<file path="src/rtl/smute_pkg.sv">
package smute_pkg;

  localparam int unsigned NUM_CH = 2;

  typedef enum logic {
    CH_LEFT  = 1'b0,
    CH_RIGHT = 1'b1
  } chan_e;

endpackage

</file>
<file path="src/rtl/smute_gain_ramp.sv">
module smute_gain_ramp #(
  parameter int unsigned GAIN_W = 10
) (
  input  logic              clk,
  input  logic              rst,
  input  logic              step_en,
  input  logic              mute_req,
  output logic [GAIN_W-1:0] gain_q,
  output logic [GAIN_W-1:0] gain_nxt
);

  localparam logic [GAIN_W-1:0] GMAX = '1;

  always_comb begin
    gain_nxt = gain_q;
    if (step_en) begin
      if (mute_req) begin
        if (gain_q != '0) gain_nxt = gain_q - 1'b1;
      end else begin
        if (gain_q != GMAX) gain_nxt = gain_q + 1'b1;
      end
    end
  end

  always_ff @(posedge clk) begin
    if (rst) gain_q <= '0;
    else     gain_q <= gain_nxt;
  end

endmodule

</file>
<file path="src/rtl/smute_channel.sv">
module smute_channel #(
  parameter int unsigned DATA_W   = 16,
  parameter int unsigned GAIN_W   = 10,
  parameter int unsigned ZERO_RUN = 8192
) (
  input  logic                     clk,
  input  logic                     rst,
  input  logic                     smp_en,
  input  logic signed [DATA_W-1:0] smp_in,
  input  logic [GAIN_W-1:0]        gain_cur,
  input  logic                     gain_zero_nxt,
  output logic signed [DATA_W-1:0] smp_out,
  output logic                     flag_out
);

  localparam int unsigned PW = DATA_W + GAIN_W + 1;
  localparam int unsigned CW = $clog2(ZERO_RUN + 1);
  localparam logic [CW-1:0] RUN_TOP = CW'(ZERO_RUN);

  logic signed [PW-1:0]     prod;
  logic signed [DATA_W-1:0] scaled;
  logic [CW-1:0]            run_q, run_nxt;
  logic                     is_zero;

  assign prod    = PW'(smp_in) * PW'($signed({1'b0, gain_cur}));
  assign scaled  = DATA_W'(prod >>> GAIN_W);
  assign is_zero = (smp_in == '0);

  always_comb begin
    if (!is_zero)               run_nxt = '0;
    else if (run_q == RUN_TOP)  run_nxt = run_q;
    else                        run_nxt = run_q + 1'b1;
  end

  always_ff @(posedge clk) begin
    if (rst) begin
      run_q    <= '0;
      smp_out  <= '0;
      flag_out <= 1'b1;
    end else if (smp_en) begin
      run_q    <= run_nxt;
      smp_out  <= scaled;
      flag_out <= gain_zero_nxt || (run_nxt == RUN_TOP);
    end
  end

endmodule

</file>
<file path="src/rtl/soft_mute_core.sv">
module soft_mute_core #(
  parameter int unsigned DATA_W   = 16,
  parameter int unsigned GAIN_W   = 10,
  parameter int unsigned ZERO_RUN = 8192
) (
  input  logic                     clk,
  input  logic                     rst,
  input  logic                     in_valid,
  input  logic signed [DATA_W-1:0] in_left,
  input  logic signed [DATA_W-1:0] in_right,
  input  logic                     mute_req,
  output logic                     out_valid,
  output logic signed [DATA_W-1:0] out_left,
  output logic signed [DATA_W-1:0] out_right,
  output logic                     flag_left,
  output logic                     flag_right
);

  import smute_pkg::*;

  logic [GAIN_W-1:0]        gain_q, gain_nxt;
  logic                     gain_zero_nxt;
  logic signed [DATA_W-1:0] ch_in   [NUM_CH];
  logic signed [DATA_W-1:0] ch_out  [NUM_CH];
  logic                     ch_flag [NUM_CH];

  smute_gain_ramp #(.GAIN_W(GAIN_W)) i_ramp (
    .clk      (clk),
    .rst      (rst),
    .step_en  (in_valid),
    .mute_req (mute_req),
    .gain_q   (gain_q),
    .gain_nxt (gain_nxt)
  );

  assign gain_zero_nxt = (gain_nxt == '0);
  assign ch_in[CH_LEFT]  = in_left;
  assign ch_in[CH_RIGHT] = in_right;

  for (genvar c = 0; c < NUM_CH; c++) begin : g_ch
    smute_channel #(
      .DATA_W   (DATA_W),
      .GAIN_W   (GAIN_W),
      .ZERO_RUN (ZERO_RUN)
    ) i_ch (
      .clk           (clk),
      .rst           (rst),
      .smp_en        (in_valid),
      .smp_in        (ch_in[c]),
      .gain_cur      (gain_q),
      .gain_zero_nxt (gain_zero_nxt),
      .smp_out       (ch_out[c]),
      .flag_out      (ch_flag[c])
    );
  end

  always_ff @(posedge clk) begin
    if (rst) out_valid <= 1'b0;
    else     out_valid <= in_valid;
  end

  assign out_left   = ch_out[CH_LEFT];
  assign out_right  = ch_out[CH_RIGHT];
  assign flag_left  = ch_flag[CH_LEFT];
  assign flag_right = ch_flag[CH_RIGHT];

endmodule

</file>
<file path="config.mk">
export PLATFORM = sky130hd
export DESIGN_NAME = soft_mute_core
export DESIGN_NICKNAME = d
export VERILOG_FILES = /design/src/rtl/smute_pkg.sv /design/src/rtl/smute_gain_ramp.sv /design/src/rtl/smute_channel.sv /design/src/rtl/soft_mute_core.sv
export SDC_FILE = /design/constraint.sdc
export NUM_CORES = 1
export LEC_CHECK = 0
export BUFFER_PORTS_ARGS = -buffer_cell sky130_fd_sc_hd__clkbuf_2
export CAP_MARGIN = 20
export CORE_AREA = 2 2 156 158
export CTS_CLUSTER_SIZE = 24
export DETAILED_ROUTE_END_ITERATION = 10
export DIE_AREA = 0 0 158 160
export PLACE_DENSITY_LB_ADDON = 0.12
export SLEW_MARGIN = 15
export SYNTH_ARGS = -nofsm -noshare
export SYNTH_HDL_FRONTEND = slang
export SYNTH_SLANG_ARGS = --single-unit
</file>
<file path="constraint.sdc">
create_clock -name clk -period 10.4 [get_ports clk]
set_input_delay 1.04 -clock clk [delete_from_list [all_inputs] [get_ports clk]]
set_output_delay 1.04 -clock clk [all_outputs]
set_load 0.05 [all_outputs]
</file>
After elaboration in Yosys (flattened, before gate mapping)
Cells that the tools add are included.

storage, ports and cells
  flip-flop bits (word level) = 73
  logic and storage cells = 33

cells by class
  add/subtract/negate cells = 4
  muxes and demuxes = 8
  $mul = 2
  eq/ne operators = 5
  reductions and logical operators = 6

operator list
  kind                                                                   number
  14-bit == test (second input constant)                                 4
  14-bit 2-to-1 mux                                                      4
  16-bit by 11-bit multiplier with 26-bit output                         2
  10-bit 2-to-1 mux                                                      4
  16-bit logical NOT                                                     2
  14-bit by 1-bit adder with 14-bit output (second input constant)       2
  10-bit by 1-bit adder with 10-bit output (second input constant)       1
  10-bit logical NOT                                                     1
  10-bit inequality test (second input constant)                         1
  10-bit nonzero test                                                    1
  10-bit by 1-bit subtractor with 10-bit output (second input constant)  1
  1-bit logical OR                                                       2

Longest topological paths before layout
Gate-level depths: netlist of the first run.

  depth after elaboration = 6
  depth in mapped cells = 22
  mapped depth without buffers = 20

Cells and area by module
From an unflattened synthesis of the first run, not the netlist that was laid out.

second synthesis, totals
  cells, all modules = 1825
  area, all modules = 15612.5 sq um

by module, submodules not included
  module                        seq. area each (sq um)  area an instance (sq um)  instances  cells an instance
  smute_channel (g_ch[1].i_ch)  620.6                   7403.4                    1          869
  smute_channel (g_ch[0].i_ch)  620.6                   7135.6                    1          831
  smute_gain_ramp               200.2                   1019.7                    1          120
  soft_mute_core                20.0                    53.8                      1          5

Worst setup path before layout of the first run
Ideal clock, no wire load.

  path type = input port to flip-flop
  start point = input port in_right[12]
  end point = register g_ch[1].i_ch.smp_out[15]
  buffers on the path = 1
  path slack = 4.307 ns
  arrival = 6.030 ns
  stages on the path = 19
  library setup time = 0.063 ns
  cell sequence = clkbuf_1 > nand2_1 > fa_1 > inv_1 > fa_1 > fa_1 > fa_1 > inv_1 > fa_1 > inv_1 > ha_1 > a21oi_1 > o21ai_0 > a221o_1 > a21o_1 > o2111ai_1 > a41oi_1 > or4_1 > nand3_1

between the ends
  longest elaborated chain between the ends = 1

ends and longest elaborated chain
  element                                         RTL line              source
  start: declaration                              soft_mute_core.sv:10  input logic signed [DATA_W-1:0] in_right,
  16-bit by 11-bit multiplier with 26-bit output  smute_channel.sv:25   assign prod = PW'(smp_in) * PW'($signed({1'b0, gain_cur}));
  end signal: assignment                          smute_channel.sv:42   smp_out <= scaled;
  end: declaration                                smute_channel.sv:12   output logic signed [DATA_W-1:0] smp_out,

No other way between the ends.
A chain may end at the register's enable or synchronous reset.

Final worst setup path of the first run
  start point = register i_ramp.gain_q[3]
  end point = register g_ch[0].i_ch.smp_out[15]

between the ends
  longest elaborated chain between the ends = 1

ends and longest elaborated chain
  element                                         RTL line               source
  start: declaration                              smute_gain_ramp.sv:8   output logic [GAIN_W-1:0] gain_q,
  start signal: assignment                        smute_gain_ramp.sv:27  else gain_q <= gain_nxt;
  16-bit by 11-bit multiplier with 26-bit output  smute_channel.sv:25
  end signal: assignment                          smute_channel.sv:42
  end: declaration                                smute_channel.sv:12

No other way between the ends.

==> summary.md, run 1 <==
| Metric | Value |
|---|---|
| Outcome | `finished clean` |
| First-pass GRT wire length | `between 60000 and 70000 um` |
| Vias | `between 10000 and 15000` |
| Tmin final | `6.41 ns` |
| Clock skew | `0.00978 ns` |
| Post-CTS setup buffers | `0` |
| Setup crit start kind | `flop` |
| Leak | `just over 0.008 uW` |
| Initial drt markers | `around 780` |
| Tightest Hold Check Type | `reg -> reg` |
| Fin crit share | `about three fifths` |
| Final setup viols | `0` |
| Final hold vios | `0` |
| #FFs+latches synth | `73` |
| Worst Setup SP | `i_ramp.gain_q[3]` |
| CTS root buf | `clkbuf_16` |
| Global route hottest layer | `met2` |
| Vias per cell | `5.62` |
| Chip Height | `160 um` |
| Largest net degree at the start of global routing | `70` |
| Synth warn | `0` |
| M2 GR Usage | `49.4%` |
| 1st-pass router iterations | `6` |
| Num rows | `57` |
| Reg-to-reg setup timing slack | `between 3 and 4 ns` |
| Number of synthesized flops with an enable pin | `0` |
| Clock Latency Late Sink | `0.35 ns` |
| Top post-synthesis cells by count | `inv_1, fa_1, nand2_1, and2_1, ha_1` |
| Vias in the first global route | `roughly 13000` |
| Syn nets | `roughly 2200` |
| GPL Wtd Cong | `0.865` |
| RR Endpoint | `g_ch[0].i_ch.smp_out[15]` |
| Fmax | `156 MHz` |
| Peak supply drop | `between 0.0001 and 0.00015 V` |
| DRC | `0` |
| Htree depth | `3` |
| CORE AREA | `23800 um2` |
| CP required | `between 10 and 15 ns` |
| Min-Delay Path Depth | `2` |
| RSZ-0062 raised after global routing | `no` |
| Power per cell area | `between 150 and 200 nW/um2` |
| Top-area cell type share of the netlist area | `a little under two fifths` |
| Top-count cell post-synth | `inv_1` |
| # resized after CTS | `0` |
| CP endpoint kind | `flop` |
| Relative slew slack | `a little over two fifths` |
| Hold buffer count at CTS | `0` |
| Critical Path Fanout Max | `21` |
| Routed WL | `around 35000 um` |
| Ports | `71` |
| Clock Tree Buf Depth | `2` |
| Met3 Resource Use GR | `roughly 4.3%` |
| Primary FF master, synth | `dfxtp_1` |
| Synth Instances | `about 1800` |
| Number of cells on the worst reg-to-reg path | `19` |
| Sink Count | `73` |
| Setup crit end | `g_ch[0].i_ch.smp_out[15]` |
| GRT overflow | `0` |
| DIE WIDTH | `158 um` |
| Area Overhead vs Synth | `5.30%` |
| Layout cell share with drive strength beyond 1 | `about 6.3%` |
| Final setup TNS | `0 ns` |
| Max Cap Viol | `0` |
| Antenna Nets Post-Route | `0` |
| Synth unique cells | `68` |
| HP Start | `g_ch[0].i_ch.smp_out[9]` |
| Nets | `around 2200` |
| Initial core utilization | `63.6%` |
| Sequential fraction of the synthesis area | `approximately a tenth` |
| Area contributors post-synth | `fa_1, dfxtp_1, ha_1` |
| Layout Utilization | `67.0%` |
| Slew Viols, Final | `0` |
| Clock transition at the registers of the reported paths | `around 0.070 ns` |
| Slew @ Worst Pin | `between 0.8 and 0.9 ns` |
| Total CTS buffers | `9` |
| Initial antenna violation count | `1` |
| Worst path arrival time | `roughly 6.6 ns` |
| Syn Std Cell Area | `15200 um2` |
| Post-DP HPWL | `between 20000 and 30000 um` |
| GR Util All Layers | `a little under a third` |
| Global-route met1 utilization | `41.8%` |
| PortBufs | `70` |
| Worst r2r src | `i_ramp.gain_q[3]` |
| CTS tree | `built` |
| Die area | `~25000 um2` |
| WL/cell | `about 16 um` |
| Largest area contributor in the netlist | `fa_1` |
| FFs w/ async S/R, synth | `0%` |
| Crit Path Category | `reg -> reg` |
| Mean Syn Cell Area | `about 8.5 um2` |
## worst max-delay path, cell delays in order, from the launching register on
cell,delay [ns]
dfxtp_1,0.88
buf_4,0.43
nand2_1,0.13
fa_1,0.51
fa_1,0.51
fa_1,0.55
inv_1,0.05
fa_1,0.47
inv_1,0.05
fa_1,0.48
inv_1,0.04
ha_1,0.29
a21o_1,0.20
a21oi_1,0.15
o31a_1,0.28
o21ai_0,0.28
a311o_1,0.38
a21oi_1,0.32
nand4b_1,0.18
nand4_1,0.08
## kinds of logic after synthesis
kind of cell / synth area share (%)
AND/OR/NAND/NOR: 19.6
buffers and inverters: 11.8
adder cells (fa/ha/maj): 46.8
AO/OA/AOI/OAI: 7.84
flip-flops: 9.64
XOR/XNOR: 2.89
multiplexers: 1.36
## cell usage in the layout, fill, tap and decap left out, types with 26 or more instances in the layout
master and instances:
a21oi_1 52, ha_1 116, o21ai_0 38, clkbuf_2 70, and2_1 173, xnor2_1 29, fa_1 282, nand2_1 201
nor3_1 26, inv_1 378, nor2_1 83, dfxtp_1 73
## layer usage
layer | vias up | part of all wire [%]
met5 | - | 0
met3 | 49 | 6.3
met4 | 0 | 2.0
met1 | 5996 | 43
met2 | 365 | 48
li1 | 5488 | -
## power breakdown
part,total [uW],internal [uW],switching [uW]
clock network,341,191,150
logic,1820,692,1130
registers,403,346,57.2
total,2560,1230,1330
## per-stage QoR
step | cells | setup slack, ns | instance area (um2) | power (uW) | hold WS, ns
after global routing | 2117 | 3.66 | 16000 | 2860 | 0.475
after global placement | 2100 | 3.94 | 15600 | 2190 | 0.450
after detailed placement | 2100 | 3.83 | 15600 | 2230 | 0.454
final | 2117 | 3.99 | 16000 | 2560 | 0.463
after CTS | 2116 | 4.01 | 16000 | 2590 | 0.464
after floorplan | 1786 | 4.31 | 15200 | 1820 | 0.471
## flip-flops by register name (all words and copies together) (netlist names)
signal              flops
g_ch.i_ch.smp_out      32
g_ch.i_ch.run_q        28
i_ramp.gain_q          10
g_ch.i_ch.flag_out      2
out_valid               1
## worst min-delay path by stage
stage	to	slack [ns]
global route	g_ch[1].i_ch.smp_out[8]	0.48
global placement	g_ch[0].i_ch.smp_out[9]	0.45
detailed placement	g_ch[1].i_ch.smp_out[8]	0.45
finish	g_ch[0].i_ch.smp_out[9]	0.46
CTS	g_ch[1].i_ch.smp_out[8]	0.46
floorplan	g_ch[1].i_ch.run_q[13]	0.47
## final cells by class
cell class / count / area [um2]
tap: 324 / 405
sequential: 73 / 1460
antenna: 1 / 2.50
multi-input combinational: 1240 / 11900
clock inverter: 7 / 83.8
inverter: 379 / 1420
clock buffer: 9 / 225
timing repair buffer: 84 / 455
fill: 2033 / 7860
Power figures use the tool's default switching activity.
==> inputs of run 2 (changes only) <==
- clock period: 10.4 -> 6.3 ns (I/O delays scaled with it)
==> run 2 against run 1 <==
Compared with the run above: sequential share of layout area barely moved; combinational power up 68%; critical path depth decreased by 1; largest power group unchanged.
==> summary.md, run 2 (same netlist as run 1, synthesis figures left out) <==
| Metric | Value |
|---|---|
| Crit Path Category | `reg -> reg` |
| CP Buf/Inv Count | `4 (unchanged)` |
| Pre-CTS setup slack | `0.177 ns (-3.65 ns)` |
| Initial antenna violation count | `1 (unchanged)` |
| Layout cell share with drive strength beyond 1 | `7.15% (+0.84 points)` |
| Reg power frac | `15.5% (-0.2 points)` |
| Ports | `71 (unchanged)` |
| PortBufs | `70 (unchanged)` |
| Vias | `11900 (+0.39%)` |
| Initial core utilization | `63.6% (unchanged)` |
| CTS root buf | `clkbuf_16` |
| Routed WL | `35400 um (+1.6%)` |
| DRC | `0 (unchanged)` |
| Sink Count | `73 (unchanged)` |
| Area Overhead vs Synth | `6.00%` |
| Vias in the first global route | `12500 (-1.0%)` |
| GR Util All Layers | `30.2% (+0.086 points)` |
| Clk pwr share | `13.0% (-0.3 points)` |
| Finished Cell Area | `16100 um2 (+0.67%)` |
| GPL Wtd Cong | `0.897 (+3.7%)` |
| Largest net degree at the start of global routing | `70 (unchanged)` |
| 1st-pass router iterations | `5 (-1)` |
| GRT overflow | `0 (unchanged)` |
| P_sw | `2220 uW (+67%)` |
| CTS tree | `built` |
| Max Cap Viol | `0 (unchanged)` |
| Clock Latency Late Sink | `0.36 ns (about the same)` |
| Clock transition at the registers of the reported paths | `0.07 ns (about the same)` |
| Slew @ Worst Pin | `0.797 ns (-0.0504 ns)` |
| Most frequent cells in the layout | `inv_1, fa_1, nand2_1` |
| Max FFs per register | `32 (unchanged)` |
| CP max stage cell | `dfxtp_1` |
| Fmax | `165 MHz (+5.9%)` |
| Outcome | `finished clean` |
| Worst path cell trace | `buf_4 -> nand2_1 -> fa_1 -> inv_1 -> fa_1 -> fa_1 -> fa_1 -> inv_1 -> fa_1 -> inv_1 -> ha_1 -> and2_1 -> a221o_1 -> a21o_1 -> o2111ai_1 -> a41oi_1 -> or4_1 -> nand3_1` |
| Critical Path Fanout Max | `14 (-33%)` |
| Leak | `0.00830 uW (+0.75%)` |
| Clock skew | `0.00857 ns (-0.00122 ns)` |
| Htree depth | `3 (unchanged)` |
| # resized after CTS | `0 (unchanged)` |
| Total CTS buffers | `9 (unchanged)` |
| DIE WIDTH | `158 um (unchanged)` |
| P_int | `2050 uW (+67%)` |
| Setup crit start kind | `flop` |
| CORE AREA | `23800 um2 (unchanged)` |
| Chip Height | `160 um (unchanged)` |
| Final setup viols | `0 (unchanged)` |
| Logic gate share of total power | `71.5% (+0.5 points)` |
| RSZ-0062 raised after global routing | `no` |
| CP required | `6.59 ns (-4.04 ns)` |
| Relative slew slack | `46.8% (+3.4 points)` |
| Initial drt markers | `819 (+5.7%)` |
| Most common cell on crit path | `fa_1` |
| Final setup TNS | `0 ns (unchanged)` |
| Hold buffer count at CTS | `0 (unchanged)` |
| Final WS setup | `0.254 ns (-3.74 ns)` |
| Final hold vios | `0 (unchanged)` |
| Top reg by flops | `g_ch.i_ch.smp_out` |
| Tightest Hold Check Type | `reg -> reg` |
| Num rows | `57 (unchanged)` |
| Die area | `25300 um2 (unchanged)` |
| Nets | `2233 (+0.54%)` |
| Fin crit share | `96.0% (+34 points)` |
| Clock Tree Buf Depth | `2 (unchanged)` |
| Vias per cell | `5.61 (-0.18%)` |
| First-pass GRT wire length | `60600 um (+0.18%)` |
| Most common cell after layout, fill and taps aside | `inv_1` |
| Post-CTS setup buffers | `0 (unchanged)` |
| Tmin final | `6.05 ns (-0.359 ns)` |
| Power per cell area | `266 nW/um2 (+66%)` |
| WL/cell | `16.6 um (+1.1%)` |
| Post-DP HPWL | `27700 um (+3.4%)` |
| Sw Share | `52.1% (about the same)` |
| Biggest regs | `g_ch.i_ch.smp_out: 32 flops, g_ch.i_ch.run_q: 28 flops, i_ramp.gain_q: 10 flops` |
| Peak supply drop | `0.000186 V (+50%)` |
| CP endpoint kind | `flop` |
| Worst Setup SP | `i_ramp.gain_q[5]` |
| Fillers | `2060 (+1.3%)` |
| Worst path arrival time | `6.34 ns (-0.30 ns)` |
| Worst r2r src | `i_ramp.gain_q[5]` |
| Placed cell areas | `15800 um2 (+0.66%)` |
| Max stage delay on crit path | `0.70 ns (-0.18 ns)` |
| Antenna Nets Post-Route | `0 (unchanged)` |
| Delay-heaviest family, CP | `adder cells` |
| HP Start | `g_ch[0].i_ch.smp_out[9]` |
| Layout Utilization | `67.4% (+0.45 points)` |
| Slew Viols, Final | `0 (unchanged)` |
[run 2: cell types whose count changed in the layout (fill, tap and decap cells not counted), sizes merged]
cell	delta
buf	+12
clkinv	-1
clkinvlp	+1
[run 2: worst paths after layout]
check / endpoint / slack (ns) / depth (start not counted)
max reg2reg: g_ch[1].i_ch.smp_out[15] / 0.25 / 18
min: g_ch[0].i_ch.smp_out[9] / 0.47 / 2
min reg2reg: g_ch[0].i_ch.smp_out[9] / 0.47 / 2
max: g_ch[1].i_ch.smp_out[15] / 0.25 / 18
[run 2: cell type report]
class                   count  area [um2]  share of cell area, %
clock buffers               9         225                   1.40
diodes                      1        2.50                 0.0156
well taps                 324         405                   2.52
clock inverters             7        82.6                  0.514
flip-flops and latches     73        1470                   9.13
repair buffers             96         558                   3.47
inverters                 379        1420                   8.86
multi-input cells        1240       11900                   74.1
[run 2: worst register-to-register path: cells and delay by family (launching register included)]
family	cells	cell delay, ns
compound gates	4	1.14
flops	1	0.70
fa+ha+maj	6	2.84
buf+inv	4	0.41
simple gates	4	0.91
[run 2: routing by layer]
metal  share of wire, %  GRT usage, %
met5                  0             0
met4                1.6          7.66
met3                6.5          3.28
met2                 49          50.5
met1                 43          42.1
[run 2: through the flow]
| stage | power, uW | hold slack [ns] | cells |
|---|---|---|---|
| after floorplan | 3010 | 0.471 | 1786 |
| after global placement | 3640 | 0.447 | 2112 |
| after detailed placement | 3710 | 0.458 | 2112 |
| after CTS | 4300 | 0.470 | 2128 |
| after global routing | 4720 | 0.497 | 2129 |
| final | 4270 | 0.465 | 2129 |
[run 2: power by group through the flow]
stage | Combinational, uW | Sequential [uW] | Clock [uW]
after floorplan | 2030 | 979 | 0
after global placement | 2970 | 666 | 0
after detailed placement | 3040 | 669 | 0
after CTS | 3070 | 660 | 565
after global routing | 3470 | 673 | 576
final | 3060 | 661 | 555
==> inputs of run 3 (changes only) <==
- CORE_AREA: 2 2 156 158 -> 2 2 187 189
- DIE_AREA: 0 0 158 160 -> 0 0 189 191
==> run 3 against run 2 <==
Compared with the run above: fmax rose by 0.73%; power fell by 0.33%; non-clock buffer count up 2; routed wire length rose by 6.7%; clock skew shrank 0.0014 ns; utilization fell by 20 points; setup slack better by 0.044 ns; first-iteration DRC count down 39%; register-to-register slack improved by 0.04 ns; sequential share of layout area down 0.12 points; critical path depth did not move; sequential cell count did not move; critical path type unchanged; largest power group unchanged.
==> summary.md, run 3 (same netlist as run 1, synthesis figures left out) <==
| Metric | Value |
|---|---|
| Clock transition at the registers of the reported paths | `0.06 ns (about the same)` |
| Vias in the first global route | `12200 (-1.8%)` |
| Initial antenna violation count | `1 (unchanged)` |
| Ports | `71 (unchanged)` |
| Die area | `36100 um2 (+43%)` |
| Post-DP HPWL | `30100 um (+8.6%)` |
| CORE AREA | `34100 um2 (+43%)` |
| Logic gate share of total power | `72.2% (+0.7 points)` |
| Final hold vios | `0 (unchanged)` |
| Most frequent cells in the layout | `inv_1, fa_1, nand2_1` |
| Sink Count | `73 (unchanged)` |
| CP required | `6.51 ns (-0.08 ns)` |
| Sw Share | `51.8% (-0.28 points)` |
| WL/cell | `16.7 um (+0.51%)` |
| Max FFs per register | `32 (unchanged)` |
| Max Cap Viol | `0 (unchanged)` |
| Initial drt markers | `501 (-39%)` |
| 1st-pass router iterations | `5 (unchanged)` |
| Nets | `2235 (+0.090%)` |
| CP endpoint kind | `flop` |
| Area Overhead vs Synth | `7.28%` |
| Top reg by flops | `g_ch.i_ch.smp_out` |
| Slew Viols, Final | `0 (unchanged)` |
| CTS tree | `built` |
| Critical Path Fanout Max | `14 (unchanged)` |
| Most common cell after layout, fill and taps aside | `inv_1` |
| Htree depth | `3 (unchanged)` |
| Total CTS buffers | `9 (unchanged)` |
| GRT overflow | `0 (unchanged)` |
| GR Util All Layers | `22.6% (-7.5 points)` |
| Vias | `11500 (-3.8%)` |
| Chip Height | `191 um (+19%)` |
| Clock Latency Late Sink | `0.36 ns (about the same)` |
| Final setup viols | `0 (unchanged)` |
| Largest net degree at the start of global routing | `69 (-1.4%)` |
| Fmax | `167 MHz (+0.73%)` |
| Outcome | `finished clean` |
| RSZ-0062 raised after global routing | `no` |
| Pre-CTS setup slack | `0.155 ns (-0.0222 ns)` |
| Tmin final | `6.00 ns (-0.0435 ns)` |
| Final setup TNS | `0 ns (unchanged)` |
| Tightest Hold Check Type | `reg -> reg` |
| Biggest regs | `g_ch.i_ch.smp_out: 32 flops, g_ch.i_ch.run_q: 28 flops, i_ramp.gain_q: 10 flops` |
| CTS root buf | `clkbuf_16` |
| PortBufs | `70 (unchanged)` |
| Slew @ Worst Pin | `0.904 ns (+0.108 ns)` |
| Power per cell area | `262 nW/um2 (-1.5%)` |
| DRC | `0 (unchanged)` |
| P_sw | `2200 uW (-0.86%)` |
| First-pass GRT wire length | `64300 um (+6.2%)` |
| Worst r2r src | `i_ramp.gain_q[6]` |
| Worst Setup SP | `i_ramp.gain_q[6]` |
| Clock Tree Buf Depth | `2 (unchanged)` |
| Relative slew slack | `39.6% (-7.2 points)` |
| GPL Wtd Cong | `0.851 (-5.1%)` |
| Vias per cell | `5.08 (-9.4%)` |
| Antenna Nets Post-Route | `0 (unchanged)` |
| Worst path arrival time | `6.22 ns (-0.12 ns)` |
| Crit Path Category | `reg -> reg` |
| Clk pwr share | `12.3% (-0.7 points)` |
| P_int | `2050 uW (+0.25%)` |
| Num rows | `68 (+19%)` |
| HP Start | `g_ch[1].i_ch.smp_out[14]` |
| Initial core utilization | `44.4% (-19 points)` |
| Leak | `0.00832 uW (+0.19%)` |
| Fin crit share | `95.3% (-0.69 points)` |
| Routed WL | `37700 um (+6.7%)` |
| Final WS setup | `0.297 ns (+0.0435 ns)` |
| Reg power frac | `15.5% (about the same)` |
| Post-CTS setup buffers | `0 (unchanged)` |
| Setup crit start kind | `flop` |
| Peak supply drop | `0.000339 V (+82%)` |
| Layout cell share with drive strength beyond 1 | `7.09% (-0.059 points)` |
| Clock skew | `0.00714 ns (-0.00142 ns)` |
| DIE WIDTH | `189 um (+20%)` |
[run 3: final cells by class]
cell class	count	area, um2
diodes	1	2.50
clock buffers	10	229
clock inverters	5	57.6
fillers	3362	17900
inverters	379	1420
multi-input cells	1240	11900
flip-flops and latches	73	1470
well taps	455	569
repair buffers	98	611
[run 3: routing by layer]
layer  routed length [um]  global-route usage (%)  vias to the layer above
li1                     -                       -                     5531
met1                17600                    31.9                     5656
met2                17700                    37.1                      264
met3                 1750                    2.37                       43
met4                  720                    6.22                        0
met5                    0                       0                        -
[run 3: worst paths after layout]
| path | endpoint | cells after the start | slack [ns] |
|---|---|---|---|
| worst min register to register | g_ch[1].i_ch.smp_out[14] | 2 | 0.47 |
| worst min-delay path | g_ch[1].i_ch.smp_out[14] | 2 | 0.47 |
| worst max register to register | g_ch[0].i_ch.smp_out[14] | 18 | 0.30 |
| worst max-delay path | g_ch[0].i_ch.smp_out[14] | 18 | 0.30 |
[run 3: through the flow]
stage	std cells	util, %	total power (uW)	hold slack (ns)	cell area (um2)
after floorplan	1786	-	3010	0.471	15200
after global placement	2245	46.8	3760	0.450	16000
after detailed placement	2245	46.8	3750	0.449	16000
after CTS	2260	47.6	4330	0.474	16300
after global routing	2261	47.7	4760	0.506	16300
final	2261	47.7	4260	0.474	16300
[run 3: what timing repair did]
| item | in CTS | in global routing |
|---|---|---|
| resized for setup | 0 | 3 |
| hold buffers | 0 | 0 |
| endpoints found under the setup margin | 0 | 3 |
[run 3: power by group through the flow]
stage,Combinational (uW),Sequential [uW],Clock [uW]
final,3080,658,524
after floorplan,2030,979,0
after detailed placement,3080,670,0
after global placement,3090,669,0
after global routing,3530,672,562
after CTS,3130,660,544
[run 3: worst max-delay path: stages, from the launching register on]
cell and delay (ns):
dfxtp_1 0.64, buf_4 0.33, and2_1 0.18, fa_1 0.45, fa_1 0.57, fa_1 0.44, fa_1 0.49, inv_1 0.05
fa_1 0.48, inv_1 0.04, ha_1 0.32, a21o_1 0.18, a21o_1 0.20, a211oi_1 0.34, o21ai_0 0.28, a311o_1 0.36
a21oi_1 0.28, xnor2_1 0.15, o21ai_0 0.08
